### config.mk
export PLATFORM = sky130hd
export DESIGN_NAME = gpo_dual_ctrl
export DESIGN_NICKNAME = d
export VERILOG_FILES = /design/src/rtl/gpo_pkg.sv /design/src/rtl/gpo_cfg_regs.sv /design/src/rtl/gpo_addr_match.sv /design/src/rtl/gpo_pin_fsm.sv /design/src/rtl/gpo_dual_ctrl.sv
export SDC_FILE = /design/constraint.sdc
export NUM_CORES = 1
export LEC_CHECK = 0
export CORE_MARGIN = 1
export CORE_UTILIZATION = 56
export DETAILED_ROUTE_END_ITERATION = 12
export HOLD_SLACK_MARGIN = 0.08
export PLACE_DENSITY = 0.82
export SLEW_MARGIN = 5
export SYNTH_ARGS = -nofsm -noshare
export SYNTH_HDL_FRONTEND = slang
export SYNTH_HIERARCHICAL = 1
export SYNTH_SLANG_ARGS = --single-unit
export TNS_END_PERCENT = 20
### constraint.sdc
create_clock -name clk -period 4.7 [get_ports clk]
set_input_delay 0.705 -clock clk [delete_from_list [all_inputs] [get_ports clk]]
set_output_delay 0.705 -clock clk [all_outputs]
set_load 0.005 [all_outputs]
### src/rtl/gpo_pkg.sv
package gpo_pkg;

    localparam int NPINS  = 2;
    localparam int ADDR_W = 7;
    localparam int REG_W  = 8;
    localparam int IDX_W  = 8;
    localparam int CTRL_W = 2 * NPINS;

    typedef enum logic [2:0] {
        ST_PWR_ON   = 3'd0,
        ST_OFF_HIGH = 3'd1,
        ST_OFF_LOW  = 3'd2,
        ST_DEC_MISS = 3'd3,
        ST_DEC_HIT  = 3'd4
    } pin_state_e;

    // Per-pin control field: bit 0 = decode mode, bit 1 = gate enable
    typedef struct packed {
        logic gate_en;
        logic dec_mode;
    } pin_mode_t;

    // Per-pin register: bit 7 polarity, bits 6..0 compare value
    typedef struct packed {
        logic              pol;
        logic [ADDR_W-1:0] cmp;
    } pin_cfg_t;

endpackage

### src/rtl/gpo_cfg_regs.sv
module gpo_cfg_regs
    import gpo_pkg::*;
#(
    parameter logic [IDX_W-1:0] CTRL_IDX     = 8'h21,
    parameter logic [IDX_W-1:0] PIN_BASE_IDX = 8'h23
) (
    input  logic                   clk,
    input  logic                   rst_n,
    input  logic                   idx_wr,
    input  logic                   data_wr,
    input  logic [REG_W-1:0]       wdata,
    output pin_mode_t [NPINS-1:0]  mode_o,
    output pin_cfg_t  [NPINS-1:0]  cfg_o
);

    logic [IDX_W-1:0]      idx_q;
    pin_mode_t [NPINS-1:0] mode_q;
    pin_cfg_t  [NPINS-1:0] cfg_q;

    // Index latch; a data write in the same cycle uses the old index
    always_ff @(posedge clk or negedge rst_n) begin
        if (!rst_n) begin
            idx_q <= '0;
        end else if (idx_wr) begin
            idx_q <= wdata[IDX_W-1:0];
        end
    end

    always_ff @(posedge clk or negedge rst_n) begin
        if (!rst_n) begin
            mode_q <= '0;
        end else if (data_wr && (idx_q == CTRL_IDX)) begin
            mode_q <= wdata[CTRL_W-1:0];
        end
    end

    for (genvar i = 0; i < NPINS; i++) begin : g_pin_reg
        localparam logic [IDX_W-1:0] MY_IDX = IDX_W'(PIN_BASE_IDX + i);

        always_ff @(posedge clk or negedge rst_n) begin
            if (!rst_n) begin
                cfg_q[i] <= '0;
            end else if (data_wr && (idx_q == MY_IDX)) begin
                cfg_q[i] <= wdata;
            end
        end
    end

    assign mode_o = mode_q;
    assign cfg_o  = cfg_q;

endmodule

### src/rtl/gpo_addr_match.sv
module gpo_addr_match
    import gpo_pkg::*;
(
    input  logic [ADDR_W-1:0] addr,
    input  logic [ADDR_W-1:0] cmp,
    input  logic              gate_en,
    input  logic              strobe,
    output logic              hit
);

    logic eq;

    always_comb begin
        eq  = (addr == cmp);
        hit = eq && (!gate_en || strobe);
    end

endmodule

### src/rtl/gpo_pin_fsm.sv
module gpo_pin_fsm
    import gpo_pkg::*;
(
    input  logic clk,
    input  logic rst_n,
    input  logic dec_mode,
    input  logic pmu_off,
    input  logic pol,
    input  logic hit,
    output logic pin
);

    pin_state_e state_q;
    pin_state_e state_d;

    // Next state: every state can reach every other in one step
    always_comb begin
        unique case (state_q)
            ST_PWR_ON, ST_OFF_HIGH, ST_OFF_LOW,
            ST_DEC_MISS, ST_DEC_HIT: begin
                if (dec_mode) begin
                    state_d = hit ? ST_DEC_HIT : ST_DEC_MISS;
                end else if (!pmu_off) begin
                    state_d = ST_PWR_ON;
                end else begin
                    state_d = pol ? ST_OFF_LOW : ST_OFF_HIGH;
                end
            end
            default: state_d = ST_PWR_ON;
        endcase
    end

    always_ff @(posedge clk or negedge rst_n) begin
        if (!rst_n) begin
            state_q <= ST_PWR_ON;
        end else begin
            state_q <= state_d;
        end
    end

    // Output decode from state only
    always_comb begin
        unique case (state_q)
            ST_OFF_LOW,
            ST_DEC_HIT:  pin = 1'b0;
            ST_PWR_ON,
            ST_OFF_HIGH,
            ST_DEC_MISS: pin = 1'b1;
            default:     pin = 1'b1;
        endcase
    end

endmodule

### src/rtl/gpo_dual_ctrl.sv
module gpo_dual_ctrl
    import gpo_pkg::*;
#(
    parameter logic [IDX_W-1:0] CTRL_IDX     = 8'h21,
    parameter logic [IDX_W-1:0] PIN_BASE_IDX = 8'h23
) (
    input  logic              clk,
    input  logic              rst_n,
    input  logic              cfg_idx_wr,
    input  logic              cfg_data_wr,
    input  logic [REG_W-1:0]  cfg_wdata,
    input  logic              pmu_off,
    input  logic [ADDR_W-1:0] sys_addr,
    input  logic              io_wr_act,
    input  logic              io_rd_act,
    output logic              gp_out_a,
    output logic              gp_out_b
);

    pin_mode_t [NPINS-1:0] mode_q;
    pin_cfg_t  [NPINS-1:0] cfg_q;
    logic      [NPINS-1:0] strobe_vec;
    logic      [NPINS-1:0] hit_vec;
    logic      [NPINS-1:0] pin_vec;

    // Pin A pairs with the write strobe, pin B with the read strobe
    assign strobe_vec = {io_rd_act, io_wr_act};

    gpo_cfg_regs #(
        .CTRL_IDX     (CTRL_IDX),
        .PIN_BASE_IDX (PIN_BASE_IDX)
    ) u_regs (
        .clk     (clk),
        .rst_n   (rst_n),
        .idx_wr  (cfg_idx_wr),
        .data_wr (cfg_data_wr),
        .wdata   (cfg_wdata),
        .mode_o  (mode_q),
        .cfg_o   (cfg_q)
    );

    for (genvar i = 0; i < NPINS; i++) begin : g_chan
        gpo_addr_match u_match (
            .addr    (sys_addr),
            .cmp     (cfg_q[i].cmp),
            .gate_en (mode_q[i].gate_en),
            .strobe  (strobe_vec[i]),
            .hit     (hit_vec[i])
        );

        gpo_pin_fsm u_fsm (
            .clk      (clk),
            .rst_n    (rst_n),
            .dec_mode (mode_q[i].dec_mode),
            .pmu_off  (pmu_off),
            .pol      (cfg_q[i].pol),
            .hit      (hit_vec[i]),
            .pin      (pin_vec[i])
        );
    end

    assign gp_out_a = pin_vec[0];
    assign gp_out_b = pin_vec[1];

endmodule

# Yosys cells after proc, flatten, opt, wreduce, memory -nomap -nowiden
# Index checks and enable logic that the tools add are counted.
# totals
word_cells	51
memories	0
reg_bits	34
latchBits	0
mem_bits_ro	0
mem_bits_rw	0
output_inout_bits	2
# classes
mul	0
n_eq_ne	13
add_sub_neg	0
n_shift	0
n_mux	12
div	0
magnitude_cmp	0
n_reduce_logical	15
n_bitwise	0
# ops
op	n
$eq 8x6->1 const B	3
$mux 3	8
$eq 7x7->1	2
$eq 3x2->1 const B	4
$reduce_or 5->1	2
$eq 3x1->1 const B	2
$eq 3x3->1 const B	2
$logic_not 3->1	2
$logic_and 1x1->1	5
$mux 2	2
$reduce_or 2->1	2
$logic_not 1->1	2
$logic_or 1x1->1	2
$mux 1	2

# Logic depth before layout (Yosys ltp)
# logic_depth
ltp_word	6
mapped_depth	5
mapped_depth_nobuf	5

# Hierarchy
# The synthesis kept the hierarchy.
# modules_own_cells
mod	n_inst	area_per_inst_um2	cells_each
gpo_cfg_regs	1	1102.3	63
gpo_pin_fsm	2	142.6	13
gpo_addr_match	2	88.8	11

# Worst setup path before layout
# No wires, ideal clock.
# synth_timing
path_type	input to register
start	input cfg_data_wr
end	register u_regs/cfg_o[0] (netlist name)
path_stages	3
required_ps	4575
t_arrival_ps	1563
setup_slack_ps	3012
path_cell_list	nand4b_1 -> nor3b_4 -> mux2_2
# synth_between
elab_chain_cells	1
# synth_rtl
element	line	source
start, declared	gpo_dual_ctrl.sv:10	input logic cfg_data_wr,
$logic_and 1x1->1	gpo_cfg_regs.sv:43	end else if (data_wr && (idx_q == MY_IDX)) begin
# No other way between the ends.
# A chain may end at the register's enable or synchronous reset.

# Worst setup path in the final report
# layout_timing
start	register g_chan[1].u_fsm.state_q[2]
end	output gp_out_b
# layout_between
elab_chain_cells	3
word_cells_on_any_way	4
cone_classes	eq/ne: 2; mux: 1; reduce/logical: 1
# layout_rtl
element	line	source
start, declared	gpo_pin_fsm.sv:13	pin_state_e state_q;
start signal, assigned	gpo_pin_fsm.sv:37	state_q <= state_d;
$eq 3x2->1 or $eq 3x3->1 (tied branches)	gpo_pin_fsm.sv:43	unique case (state_q)
$reduce_or 2->1 *	gpo_pin_fsm.sv:43	
$mux 1 *	gpo_pin_fsm.sv:43	
end, declared	gpo_dual_ctrl.sv:17	output logic gp_out_b
# Every way passes the cells marked *; elsewhere a longest branch is shown, timed or not.

==> impl_results.md <==
- Status: finished clean
- Main synth FF type: dfrtp_1
- CORE AREA: 2570 sq um
- RSZ-0062 raised after global routing: no
- Die W: 54.9 um
- R2r endpoint: u_regs/cfg_o[1]$_DFFE_PN0P_
- Clock-pin slew on the worst setup and hold paths: 0.10 ns
- R2R Setup Slk: 2.90 ns
- 1st-pass router iterations: 2
- Dpl cells: 164
- Setup crit end kind: output port
- Synth warn: 6
- Post_cts resized: 0
- CP arrival: 1.47 ns
- R2r worst-path depth: 3
- Worst skew pair latency: 0.34 ns
- Starting Density: 61.0%
- Synthesized instance count: 111
- Crit share post-route: 46.2%
- Worst-margin pin slew: 0.505 ns
- I/O Pins: 24
- Wirelength, routed: 2730 um
- DR vias/cell: 5.58
- Synth area leader: dfrtp_1
- Synth top area cells: dfrtp_1 (54%), mux2_2 (20%), xnor2_1 (5.6%), xor2_1 (3.4%), nor4_2 (1.6%)
- Fill cells: 181
- GRT met1 Usage: 26.7%
- 1st-iter DRT viols: 10
- Post-Syn Nets: 133
- Clock buffer depth: 2
- Yosys reg bits: 34
- Setup CP Type: reg -> out
- FF-to-FF Start: u_regs/idx_q[4]$_DFFE_PN0P_
- Clock Tree Root: clkbuf_4
- Post-synth top area share: 54.4%
- Asr flop ratio synth: 100%
- Gr ovfl total: 0
- Required @ worst endpoint: 3.99 ns
- Avg WL per Cell: 15.9 um
- Relative slew slack: 66.3%
- Power per cell area: 334 nW/um^2
- M3 GR Usage: 5.83%
- Number of synthesized flops with an enable pin: 0
- Final Non-Filler Cells: 172
- Max Fclk: 460 MHz
- Initial antenna violation count: 0
- TritonCTS clock tree: done
- Number of H-tree levels: 2
- Final setup skew: 0.00229 ns
- Synth Area per Inst: 14.1 sq um
- Post-Syn Area: 1570 sq um
- Worst vdd ir: 0.264 mV
- Largest net degree at the start of global routing: 35
- Post-CTS Hold Fix Bufs: 0
- CTS buffer count: 5
- DR vias: 960
- Worst Setup SP: g_chan[1].u_fsm/state_q[2]$_DFF_PN0_
- Busiest grt layer: met2
- Antenna diodes: 0
- Vias in the first global route: 1010
- Final setup violation count: 0
- CP Launch Type: flip-flop
- Die height: 54.9 um
- Worst-path maximum fanout: 2
- Post-CTS Setup Bufs: 0
- Setup_tns: 0 ns
- Commonest cells after routing, fill and taps aside: dfrtp_1 (34), mux2_2 (28), clkdlybuf4s50_1 (23), xnor2_1 (10), xor2_1 (6)
- Layout area overhead: 22.3%
- Final slew viol count: 0
- Buffers on Ports: 23
- Nets: 163
- DRC errors left: 0
- First-pass GRT wire length: 4630 um
- P_leak: 0.876 nW
- DP HPWL: 2060 um
- Met2 Track Usage GR: 39.8%
- Critical Path Sink: gp_out_b
- Commonest non-fill, non-tap cell in the layout: dfrtp_1
- GPL Wtd Cong: 0.758
- Total Routing Usage GR: 23.7%
- Clock sinks: 34
- Min-Delay Path Class: reg -> reg
- Final Hold Viols: 0
- Max_cap viols: 0
- Ratio of cells with drive above 1 in the final layout: 31.0%
- Die area: 3010 sq um
- Synth unique cells: 23
- Standard-cell rows: 18
- Seq/Total Area, Yosys: 54.4%
- Post-route ant nets: 0
- Tmin final: 2.17 ns
[state kept, by name, indices dropped and copies added, names as in the netlist]
| signal | cells |
|---|---|
| g_chan.u_fsm/state_q | 6 |
| u_regs/cfg_o | 16 |
| u_regs/idx_q | 8 |
| u_regs/mode_o | 4 |
[where the power goes]
part	total [mW]	leakage (nW)	internal (mW)	switching, mW
combinational	0.0910	0.384	0.0566	0.0344
sequential	0.340	0.448	0.319	0.0200
clock	0.209	0.0450	0.110	0.0990
total	0.640	0.876	0.486	0.153
[logic make-up (layout without fill, tap and decap cells)]
family | count (synthesis) | after routing | share of synthesized area (%)
flip-flops | 34 | 34 | 54.4
buffers and inverters | 3 | 34 | 0.719
multiplexers | 28 | 28 | 20.1
AND/OR/NAND/NOR | 22 | 22 | 12.5
XOR/XNOR | 16 | 16 | 8.95
AO/OA/AOI/OAI | 8 | 8 | 3.36
[per-layer routing]
| layer | vias up | share of wire, % |
|---|---|---|
| met1 | 479 | 44 |
| met3 | 9 | 3.3 |
| met4 | 0 | 3.0 |
| li1 | 455 | - |
| met2 | 17 | 50 |
| met5 | - | 0 |
[worst min-delay path by stage]
| stage | slack [ns] | endpoint | cells past startpoint | startpoint |
|---|---|---|---|---|
| 2_1_floorplan | 0.41 | g_chan[0].u_fsm/state_q[0]$_DFF_PN0_ | 0 | rst_n |
| 3_3_place_gp | 0.49 | u_regs/mode_o[3]$_DFFE_PN0P_ | 1 | u_regs/mode_o[3]$_DFFE_PN0P_ |
| 3_5_place_dp | 0.49 | u_regs/mode_o[3]$_DFFE_PN0P_ | 1 | u_regs/mode_o[3]$_DFFE_PN0P_ |
| 4_1_cts | 0.52 | u_regs/mode_o[3]$_DFFE_PN0P_ | 1 | u_regs/mode_o[3]$_DFFE_PN0P_ |
| 5_1_grt | 0.54 | u_regs/mode_o[1]$_DFFE_PN0P_ | 1 | u_regs/mode_o[1]$_DFFE_PN0P_ |
| 6_report | 0.51 | u_regs/mode_o[3]$_DFFE_PN0P_ | 1 | u_regs/mode_o[3]$_DFFE_PN0P_ |
[synth_stat cells (all sizes together), types with 3 or more instances]
cell type and instances:
mux2 28, xor2 6, xnor2 10, a21oi 4, nand4b 3, dfrtp 34
[through the flow]
step | setup slack (ns) | power [mW] | cell area (sq um) | utilization (%) | hold WS (ns)
floorplan | 3.01 | 0.394 | 1570 | - | 0.409
global placement | 2.37 | 0.433 | 1840 | 71.5 | 0.491
detailed placement | 2.34 | 0.438 | 1840 | 71.5 | 0.494
CTS | 2.51 | 0.647 | 1910 | 74.6 | 0.518
global route | 2.43 | 0.668 | 1910 | 74.6 | 0.540
finish | 2.53 | 0.640 | 1910 | 74.6 | 0.513
[worst max-delay path, cell delays in order, from the launching register on]
cell             delay [ns]
dfrtp_1                0.41
xor2_1                 0.16
nand2b_1               0.07
clkdlybuf4s50_1        0.49
[cell type report]
cell class,count,area [sq um],share of cell area (%)
Sequential cell,34,851,44.4
Multi-Input combinational cell,74,703,36.7
Timing Repair Buffer,24,238,12.4
Clock inverter,3,40.0,2.09
Clock buffer,5,37.5,1.96
Tap cell,30,37.5,1.96
Inverter,2,7.51,0.392
(Power assumes the default switching activity.)
